==> config.mk <==
export PLATFORM = sky130hd
export DESIGN_NAME = rtc_seconds_core
export DESIGN_NICKNAME = d
export VERILOG_FILES = /design/src/rtl/rtc_core_pkg.sv /design/src/rtl/rtc_counter_pair.sv /design/src/rtl/rtc_match_flags.sv /design/src/rtl/rtc_seconds_core.sv
export SDC_FILE = /design/constraint.sdc
export NUM_CORES = 1
export LEC_CHECK = 0
export BUFFER_PORTS_ARGS = -buffer_cell sky130_fd_sc_hd__buf_2
export CORE_UTILIZATION = 60
export CTS_BUF_LIST = sky130_fd_sc_hd__clkbuf_8
export DETAILED_ROUTE_END_ITERATION = 8
export GPL_TIMING_DRIVEN = 0
export PLACE_DENSITY = 0.83
export SYNTH_ARGS = -nofsm -noshare
export SYNTH_HDL_FRONTEND = slang
export SYNTH_SLANG_ARGS = --single-unit
==> constraint.sdc <==
create_clock -name clk -period 4.1 [get_ports clk]
set_clock_uncertainty 0.05 [all_clocks]
set_input_delay 0.205 -clock clk [delete_from_list [all_inputs] [get_ports clk]]
set_output_delay 0.205 -clock clk [all_outputs]
set_load 0.01 [all_outputs]
==> src/rtl/rtc_core_pkg.sv <==
package rtc_core_pkg;
    localparam int CTRL_W = 8;
    localparam int STAT_W = 3;

    // control bit positions
    localparam int C_IRQ0  = 0;
    localparam int C_IRQ1  = 1;
    localparam int C_SW0   = 2;
    localparam int C_SW1   = 3;
    localparam int C_SRST  = 4;
    localparam int C_HALT  = 6;
    localparam int C_FORCE = 7;

    localparam logic [CTRL_W-1:0] CTRL_WR_MASK = 8'hDF;

    typedef enum logic [2:0] {
        SEL_UP   = 3'd0,
        SEL_DN   = 3'd1,
        SEL_M0   = 3'd2,
        SEL_M1   = 3'd3,
        SEL_CTRL = 3'd4,
        SEL_STAT = 3'd5,
        SEL_KEY  = 3'd6,
        SEL_NONE = 3'd7
    } reg_sel_e;
endpackage

==> src/rtl/rtc_counter_pair.sv <==
module rtc_counter_pair #(
    parameter int W = 32
) (
    input  logic         clk,
    input  logic         rst_n,
    input  logic         advance,
    input  logic         restart,
    input  logic         up_we,
    input  logic         dn_we,
    input  logic [W-1:0] wdata,
    output logic [W-1:0] up_cnt,
    output logic [W-1:0] dn_cnt
);
    typedef struct packed {
        logic [W-1:0] up;
        logic [W-1:0] dn;
    } cnt_t;

    cnt_t cnt_d, cnt_q;

    always_comb begin
        cnt_d = cnt_q;
        if (advance) begin
            cnt_d.up = cnt_q.up + W'(1);
            cnt_d.dn = cnt_q.dn - W'(1);
        end
        if (up_we) cnt_d.up = wdata;
        if (dn_we) cnt_d.dn = wdata;
        if (restart) begin
            cnt_d.up = '0;
            cnt_d.dn = '1;
        end
    end

    always_ff @(posedge clk or negedge rst_n) begin
        if (!rst_n) begin
            cnt_q.up <= '0;
            cnt_q.dn <= '1;
        end else begin
            cnt_q <= cnt_d;
        end
    end

    assign up_cnt = cnt_q.up;
    assign dn_cnt = cnt_q.dn;
endmodule

==> src/rtl/rtc_match_flags.sv <==
module rtc_match_flags #(
    parameter int W = 32,
    parameter int N = 2
) (
    input  logic                clk,
    input  logic                rst_n,
    input  logic [W-1:0]        count,
    input  logic [N-1:0][W-1:0] mval,
    input  logic [N-1:0]        sw_en,
    input  logic [N:0]          clr,
    input  logic                flush,
    output logic [N:0]          flags
);
    logic [N-1:0] hit;
    logic [N:0]   flag_d, flag_q;
    logic         sw_event;

    for (genvar i = 0; i < N; i++) begin : g_cmp
        assign hit[i] = (count == mval[i]);
    end

    always_comb begin
        sw_event = |(hit & sw_en);
        flag_d[N-1:0] = (flag_q[N-1:0] & ~clr[N-1:0]) | hit;
        flag_d[N]     = (flag_q[N] & ~clr[N]) | sw_event;
        if (flush) flag_d[N-1:0] = '0;
    end

    always_ff @(posedge clk or negedge rst_n) begin
        if (!rst_n) flag_q <= '0;
        else        flag_q <= flag_d;
    end

    assign flags = flag_q;
endmodule

==> src/rtl/rtc_seconds_core.sv <==
module rtc_seconds_core
    import rtc_core_pkg::*;
#(
    parameter int DATA_W = 32,
    parameter int IDX_W  = 3
) (
    input  logic              clk,
    input  logic              rst_n,
    input  logic              sec_tick,
    input  logic              reg_wr,
    input  logic [IDX_W-1:0]  reg_word_addr,
    input  logic [DATA_W-1:0] reg_wdata,
    output logic [DATA_W-1:0] reg_rdata,
    output logic              irq,
    output logic              pwr_on
);
    localparam int NUM_MATCH = 2;

    typedef struct packed {
        logic [CTRL_W-1:0]                 ctrl;
        logic [NUM_MATCH-1:0][DATA_W-1:0]  mtch;
        logic [DATA_W-1:0]                 key;
    } cfg_t;

    cfg_t cfg_d, cfg_q;

    reg_sel_e            sel;
    logic                wr_up, wr_dn, wr_stat;
    logic [DATA_W-1:0]   up_cnt, dn_cnt;
    logic [STAT_W-1:0]   flags;
    logic [STAT_W-1:0]   stat_clr;
    logic                srst_now, halt_now, advance;
    logic [CTRL_W-1:0]   ctrl_cur;
    logic [DATA_W-1:0]   match0_cur;

    assign sel        = reg_sel_e'(reg_word_addr);
    assign ctrl_cur   = cfg_q.ctrl;
    assign match0_cur = cfg_q.mtch[0];
    assign srst_now   = cfg_q.ctrl[C_SRST];
    assign halt_now   = cfg_q.ctrl[C_HALT];

    always_comb begin
        wr_up    = reg_wr && (sel == SEL_UP);
        wr_dn    = reg_wr && (sel == SEL_DN);
        wr_stat  = reg_wr && (sel == SEL_STAT);
        stat_clr = wr_stat ? reg_wdata[STAT_W-1:0] : '0;
        advance  = sec_tick && !halt_now && !srst_now;
    end

    // configuration registers
    always_comb begin
        cfg_d = cfg_q;
        if (reg_wr && sel == SEL_CTRL) cfg_d.ctrl = reg_wdata[CTRL_W-1:0] & CTRL_WR_MASK;
        for (int i = 0; i < NUM_MATCH; i++) begin
            if (reg_wr && (int'(sel) == int'(SEL_M0) + i)) cfg_d.mtch[i] = reg_wdata;
        end
        if (reg_wr && sel == SEL_KEY) cfg_d.key = reg_wdata;
        if (srst_now) cfg_d.ctrl = '0;
    end

    always_ff @(posedge clk or negedge rst_n) begin
        if (!rst_n) begin
            cfg_q.ctrl <= '0;
            cfg_q.mtch <= '1;
            cfg_q.key  <= '0;
        end else begin
            cfg_q <= cfg_d;
        end
    end

    rtc_counter_pair #(.W(DATA_W)) i_counters (
        .clk     (clk),
        .rst_n   (rst_n),
        .advance (advance),
        .restart (srst_now),
        .up_we   (wr_up),
        .dn_we   (wr_dn),
        .wdata   (reg_wdata),
        .up_cnt  (up_cnt),
        .dn_cnt  (dn_cnt)
    );

    rtc_match_flags #(.W(DATA_W), .N(NUM_MATCH)) i_flags (
        .clk   (clk),
        .rst_n (rst_n),
        .count (up_cnt),
        .mval  (cfg_q.mtch),
        .sw_en (cfg_q.ctrl[C_SW1:C_SW0]),
        .clr   (stat_clr),
        .flush (srst_now),
        .flags (flags)
    );

    // read port and outputs
    always_comb begin
        unique case (sel)
            SEL_UP:   reg_rdata = up_cnt;
            SEL_DN:   reg_rdata = dn_cnt;
            SEL_M0:   reg_rdata = cfg_q.mtch[0];
            SEL_M1:   reg_rdata = cfg_q.mtch[1];
            SEL_CTRL: reg_rdata = DATA_W'(cfg_q.ctrl);
            SEL_STAT: reg_rdata = DATA_W'(flags);
            SEL_KEY:  reg_rdata = cfg_q.key;
            default:  reg_rdata = '0;
        endcase
        irq    = |(flags[1:0] & cfg_q.ctrl[C_IRQ1:C_IRQ0]);
        pwr_on = cfg_q.ctrl[C_FORCE] | |(flags[1:0] & cfg_q.ctrl[C_SW1:C_SW0]);
    end
endmodule

==> results of run 1 <==
==> layout make-up <==
cell class	count	share of cell area
Sequential cell	170	0.378
Multi-Input combinational cell	674	0.454
Inverter	34	0.0110
Buffer	85	0.0387
Timing Repair Buffer	100	0.0586
Clock buffer	18	0.0214
Antenna cell	1	0.000216
Tap cell	220	0.0238
Clock inverter	14	0.0148
==> state kept, by name, summed over array words and instances (netlist names) <==
signal             flops
match0_cur            32
i_counters.up_cnt     32
ctrl_cur               7
cfg_q                 64
i_flags.flags          3
i_counters.dn_cnt     32
==> cell usage after synthesis, types with 3 or more instances <==
| library cell | n | area [um2] |
|---|---|---|
| a2111oi_0 | 3 | 26.3 |
| a211oi_1 | 23 | 173 |
| a21oi_1 | 6 | 30.0 |
| a22oi_1 | 7 | 52.6 |
| a311oi_1 | 12 | 105 |
| and2_1 | 5 | 31.3 |
| and3_1 | 12 | 75.1 |
| and4_1 | 4 | 35.0 |
| buf_1 | 11 | 41.3 |
| buf_2 | 3 | 15.0 |
| buf_4 | 6 | 45.0 |
| buf_6 | 11 | 124 |
| clkbuf_1 | 51 | 191 |
| dfrtp_1 | 74 | 1850 |
| dfstp_2 | 96 | 2520 |
| inv_1 | 34 | 128 |
| mux2_2 | 102 | 1150 |
| mux2i_1 | 14 | 140 |
| mux4_2 | 28 | 631 |
| nand2_1 | 63 | 236 |
| nand2b_1 | 4 | 25.0 |
| nand3_1 | 19 | 95.1 |
| nand4_1 | 28 | 175 |
| nor2_1 | 70 | 263 |
| nor2b_1 | 4 | 25.0 |
| nor3_1 | 35 | 175 |
| nor3b_1 | 3 | 22.5 |
| nor4_1 | 20 | 125 |
| nor4b_1 | 3 | 26.3 |
| o211ai_1 | 8 | 60.1 |
| o21ai_0 | 46 | 230 |
| o22ai_1 | 4 | 25.0 |
| o31a_1 | 3 | 26.3 |
| or3_1 | 9 | 56.3 |
| or4_1 | 5 | 37.5 |
| xnor2_1 | 94 | 823 |
| xor2_1 | 12 | 105 |
==> worst paths after layout <==
path / startpoint / to / slack (ps) / cells past startpoint
setup reg to reg: i_counters.up_cnt[1] / i_counters.up_cnt[30] / 1330 / 7
hold / removal: reg_wdata[7] / i_counters.up_cnt[7] / 10 / 3
min in group asynchronous: rst_n / i_counters.up_cnt[26] / 170 / 2
hold reg to reg: cfg_q[21] / cfg_q[21] / 460 / 1
setup / recovery: reg_word_addr[1] / reg_rdata[18] / 570 / 8
max in group asynchronous: rst_n / ctrl_cur[3] / 2900 / 3
==> metrics by stage <==
stage	utilization	cell area, um2	hold WS, ps
after CTS	0.697	11600	4.04
final	0.698	11600	14.0
after global routing	0.698	11600	12.6
after global placement	0.653	10800	436
after detailed placement	0.655	10900	87.1
after floorplan	-	10200	-141
==> power by group through the flow <==
stage	clock network [mW]	logic, mW	registers [mW]
2_1_floorplan	0	1.37	2.49
3_3_place_gp	0	1.83	2.58
3_5_place_dp	0	1.88	2.62
4_1_cts	1.29	1.91	2.59
5_1_grt	1.36	2.08	2.65
6_report	1.29	1.95	2.60
==> layout by cell type (no fill, tap or decap), types with 6 or more instances in the layout <==
master / instances
buf_1: 11
dlygate4sd3_1: 29
mux2_2: 102
and3_1: 12
xnor2_1: 94
nand3_1: 19
a22oi_1: 7
nor4_1: 20
nand4_1: 28
buf_2: 72
dfstp_2: 96
o21ai_0: 46
a311oi_1: 12
buf_4: 6
nor3_1: 35
buf_6: 11
o211ai_1: 8
clkbuf_1: 51
inv_1: 35
clkbuf_8: 18
or3_1: 9
a211oi_1: 23
nor2_1: 70
mux4_2: 28
mux2i_1: 14
dfrtp_1: 74
nand2_1: 63
xor2_1: 12
a21oi_1: 6
==> worst max-delay path: stages <==
cell,delay [ps]
clkbuf_1,280
clkbuf_1,640
inv_1,130
nor2_1,940
clkbuf_1,650
nand2_1,110
o21ai_0,120
buf_2,180
==> cells by family after synthesis <==
group           Yosys count  share of synthesized area
fa+ha+maj                 2                    0.00245
xor+xnor                106                     0.0910
flops                   170                      0.429
simple gates            297                      0.150
compound gates          124                     0.0809
mux                     145                      0.191
buf+inv                 119                     0.0564
==> what timing repair did <==
action / in CTS / in global routing
buffers inserted: 0 / 0
hold buffers: 28 / 1
endpoints found under the hold margin: 143 / 2
==> routing by layer <==
layer  part of all wire  routed length, um
met2               0.44              14400
met4              0.051               1670
met3               0.11               3680
met5                  0                  0
met1               0.39              12700
==> impl_metrics.tcl, run 1 <==
set metrics [dict create \
    status "finished, final reports clean" \
    yosysUniqueCellTypes 62 \
    grt_overflow 0 \
    cp_max_fo 10 \
    finalSetupViolations 0 \
    synth_edf_count 0 \
    worstMarginPinSlew_ps 1200 \
    grt.total_usage 0.384 \
    slew_headroom 0.199 \
    stdcell_count 1316 \
    detail_route.vias_per_cell 6.52 \
    globalplace.congestion 1.01 \
    pwr-share-clk 0.221 \
    clock.fmax_mhz 283 \
    regArea_um2 4370 \
    ios 73 \
    drc 0 \
    combPwrFrac 0.333 \
    gr-usage-met3 0.103 \
    die_y_um 132 \
    setup_slack_ps 571 \
    initial_core_util 0.615 \
    cts.path.max_buffers 2 \
    wl_per_cell_um 24.6 \
    dp.cells 1254 \
    dp_slack_ps 677 \
    cts.sinks 170 \
    ys_ff_latch 170 \
    slew_violations 0 \
    drt-pass1-iter-count 8 \
    rsz0062_at_grt "no" \
    core_area_um2 16600 \
    clkLatencyLatePin_ps 490 \
    cts_tree "done" \
    dpl.hpwl_um 23000 \
    synthCells 963 \
    grt_busiest_layer "met2" \
    post_cts_resized 0 \
    swShare 0.350 \
    grt_pass1_wl_um 49400 \
    ys.flop_type "dfstp_2" \
    fin_crit_ps 3530 \
    path_class "input pin to output pin" \
    cp.required_ps 3850 \
    num_vias 8579 \
    grt_max_degree 121 \
    yosysSeqAreaShare 0.429 \
    hold_class "input pin to flop" \
    intPower_mw 3.80 \
    drt_iter0_drc 1241 \
    drtAntennaViolNets 0 \
    setup-tns-final_ps 0 \
    synth.avg_cell_area_um2 10.6 \
    cp-start-kind "input pin" \
    dieArea_um2 17500 \
    cp.arrival_ps 3270 \
    numPortBuffers 70 \
    cts_root_buf "clkbuf_8" \
    yosysWarningCount 0 \
    grt_pass1_vias 8505 \
    antenna_found_initial 1 \
    fin_crit_sh 0.861 \
    core.rowCount 47 \
    fp.dieW_um 132 \
    layout.nets 1123 \
    drv.max_cap_violation_count 0 \
    multi_input_area_um2 5250 \
    ir_worst_vdd_mv 0.360 \
    fill_cells 1276 \
    synth_fp_nets 1004 \
    p_leak_nw 4.44 \
    met1_usage 0.514 \
    powerDensity_nw_per_um2 505 \
    routed_wl_um 32400 \
    area_delta_synth_final_pct 13.5 \
    setup.worst_path.end_class "output pin" \
    cts_max_level 4 \
    pwr-share-seq 0.445 \
    cts_buffers 17 \
    met2_usage 0.570 \
    drive_gt1_frac 0.331 \
    ys_async_sr_fraction 1.00 \
    cts.clk_slew.worst_paths_ps 100 \
    final_hold_viol_count 0 \
    p_total_mw 5.85 \
    syn_area_um2 10200 \
    p_sw_mw 2.05 \
]
(Power assumes the default switching activity.)
==> run 2, diff against run 1 <==
Settings changed: ABC_AREA set to 1.
==> impl_metrics.tcl, run 2 <==
set metrics [dict create \
    die_y_um 135 \
    hp-start "reg_wdata[5]" \
    routed_wl_um 39100 \
    ys_ff_latch 170 \
    grt_pass1_vias 10300 \
    fp.dieW_um 135 \
    reg2regPathDepth 8 \
    path_class "flop to output pin" \
    synth_edf_count 0 \
    cts.clk_slew.worst_paths_ps 100 \
    largest-register "cfg_q" \
    dpl.hpwl_um 30100 \
    core.rowCount 48 \
    fin_crit_ps 2300 \
    drt-pass1-iter-count 6 \
    hold_class "input pin to flop" \
    globalplace.congestion 1.02 \
    rr_startpoint "ctrl_cur[4]" \
    setup-tns-final_ps 0 \
    grt_pass1_wl_um 58500 \
    slew_headroom 0.427 \
    cts_buffers 17 \
    n_antenna_cell 0 \
    clkLatencyLatePin_ps 490 \
    initial_core_util 0.615 \
    synth_common_cells "nand2_1, o21ai_0, inv_1" \
    worstMarginPinSlew_ps 859 \
    synth_top_area_cell "dfstp_2" \
    drc 0 \
    yosysUniqueCellTypes 41 \
    grt.total_usage 0.437 \
    powerDensity_nw_per_um2 535 \
    slew_violations 0 \
    status "finished, final reports clean" \
    core_area_um2 17300 \
    antenna_found_initial 0 \
    setup.worst_path.end_class "output pin" \
    largest_reg_flops 64 \
    p_leak_nw 5.45 \
    fin_crit_sh 0.562 \
    clock.fmax_mhz 434 \
    cts.path.max_buffers 2 \
    layout.nets 1677 \
    drv.max_cap_violation_count 0 \
    design_area_um2 12000 \
    cts.sinks 170 \
    dieArea_um2 18300 \
    cp_max_fo 9 \
    whs_path_depth 3 \
    yosysWarningCount 0 \
    synth.most_common_cell "nand2_1" \
    mostFrequentLayoutCell "nand2_1" \
    cp-start-kind "flop" \
    grt_max_degree 103 \
    detail_route.vias_per_cell 6.02 \
    ys.flop_type "dfstp_2" \
    place_area_um2 11300 \
    cts_root_buf "clkbuf_8" \
    ys_async_sr_fraction 1.00 \
    cp.arrival_ps 2050 \
    rsz0062_at_grt "no" \
    r2r-end "i_counters.up_cnt[24]" \
    netlist.area_leader.share 0.237 \
    cp.required_ps 3850 \
    ios 73 \
    ys_top_cells_by_area "dfstp_2, dfrtp_1, nand2_1" \
    numPortBuffers 71 \
    mostFrequentLayoutCells "nand2_1, o21ai_0, inv_1" \
    final_hold_viol_count 0 \
    grt_overflow 0 \
    drtAntennaViolNets 0 \
    synth_fp_nets 1559 \
    synth.avg_cell_area_um2 7.01 \
    cts_max_level 4 \
    drt_iter0_drc 1266 \
    num_vias 11300 \
    r2r_slack_ps 1950 \
    area_delta_synth_final_pct 12.5 \
    finalSetupViolations 0 \
    synthCells 1518 \
    syn_area_um2 10600 \
    wl_per_cell_um 20.8 \
    drive_gt1_frac 0.156 \
    ir_worst_vdd_mv 0.341 \
    min_to "i_counters.dn_cnt[5]" \
    cts_post_setup_buffers_inserted 0 \
    yosysSeqAreaShare 0.411 \
    cts_tree "done" \
]
## run 2: changes by cell type after synthesis, sizes merged, moves of 22 or more
cell    previous run  this run
nor2              70       146
mux2             102         0
nor3              35        11
a21oi              6       106
o21ai             46       172
nand2             64       462
inv               34       149
a211oi            23         1
xnor2             94        49
mux4              29         0
nand3             19        77
## run 2: power by group
group / leakage, nW / total [mW] / switching [mW] / internal (mW)
Sequential: 1.95 / 2.74 / 0.436 / 2.30
Clock: 0.195 / 1.21 / 0.719 / 0.488
Combinational: 3.30 / 2.46 / 1.60 / 0.863
Total: 5.45 / 6.40 / 2.75 / 3.65
## run 2: how the worst max path moves through the flow
stage / slack (ps) / endpoint / start / depth (start not counted)
after floorplan: 2520 / i_counters.up_cnt[18] / i_counters.up_cnt[1] / 10
after global placement: 130 / cfg_q[27] / rst_n / 1
after detailed placement: 1990 / reg_rdata[17] / reg_word_addr[2] / 9
after CTS: 1860 / reg_rdata[4] / ctrl_cur[4] / 5
after global routing: 1720 / reg_rdata[4] / ctrl_cur[4] / 5
final: 1800 / reg_rdata[4] / ctrl_cur[4] / 5
## run 2: cells by family after synthesis
group | count (synthesis) | synth area share
XOR/XNOR | 59 | 0.0486
buffers and inverters | 229 | 0.0858
adder cells (fa/ha/maj) | 2 | 0.00235
AND/OR/NAND/NOR | 718 | 0.276
AO/OA/AOI/OAI | 340 | 0.176
flip-flops | 170 | 0.411
## run 2: layout make-up
type | count | area (um2)
fillers | 1534 | 5340
well taps | 225 | 282
multi-input cells | 1119 | 5350
clock buffers | 20 | 275
clock inverters | 12 | 105
flip-flops and latches | 170 | 4370
plain buffers | 78 | 345
inverters | 151 | 567
repair buffers | 99 | 663
## run 2: through the flow
step | power, mW | hold WS [ps] | utilization | worst slack [ps] | cells
floorplan | 4.27 | -141 | - | 2520 | 1518
global placement | 5.00 | 416 | 0.652 | 129 | 1814
detailed placement | 5.08 | 148 | 0.654 | 1990 | 1815
CTS | 6.27 | 7.60 | 0.692 | 1860 | 1874
global route | 6.72 | 32.3 | 0.692 | 1720 | 1874
finish | 6.40 | 10.6 | 0.692 | 1800 | 1874
## run 2: per-layer routing
layer	track usage	vias up	wire [um]
met1	0.596	5268	15600
met2	0.661	754	17400
li1	-	5165	-
met3	0.104	96	4520
met4	0.194	0	1640
met5	0	-	0
## run 2: timing repair
item	in CTS	in global routing
hold buffers	27	0
hold endpoints to repair	66	0
gates resized for setup	0	0
## run 2: worst max-delay path: stages (launching register included)
cell and delay, ps:
dfrtp_1 490, clkinv_1 430, o22ai_1 290, a21oi_1 80, o2111ai_1 110, buf_2 170
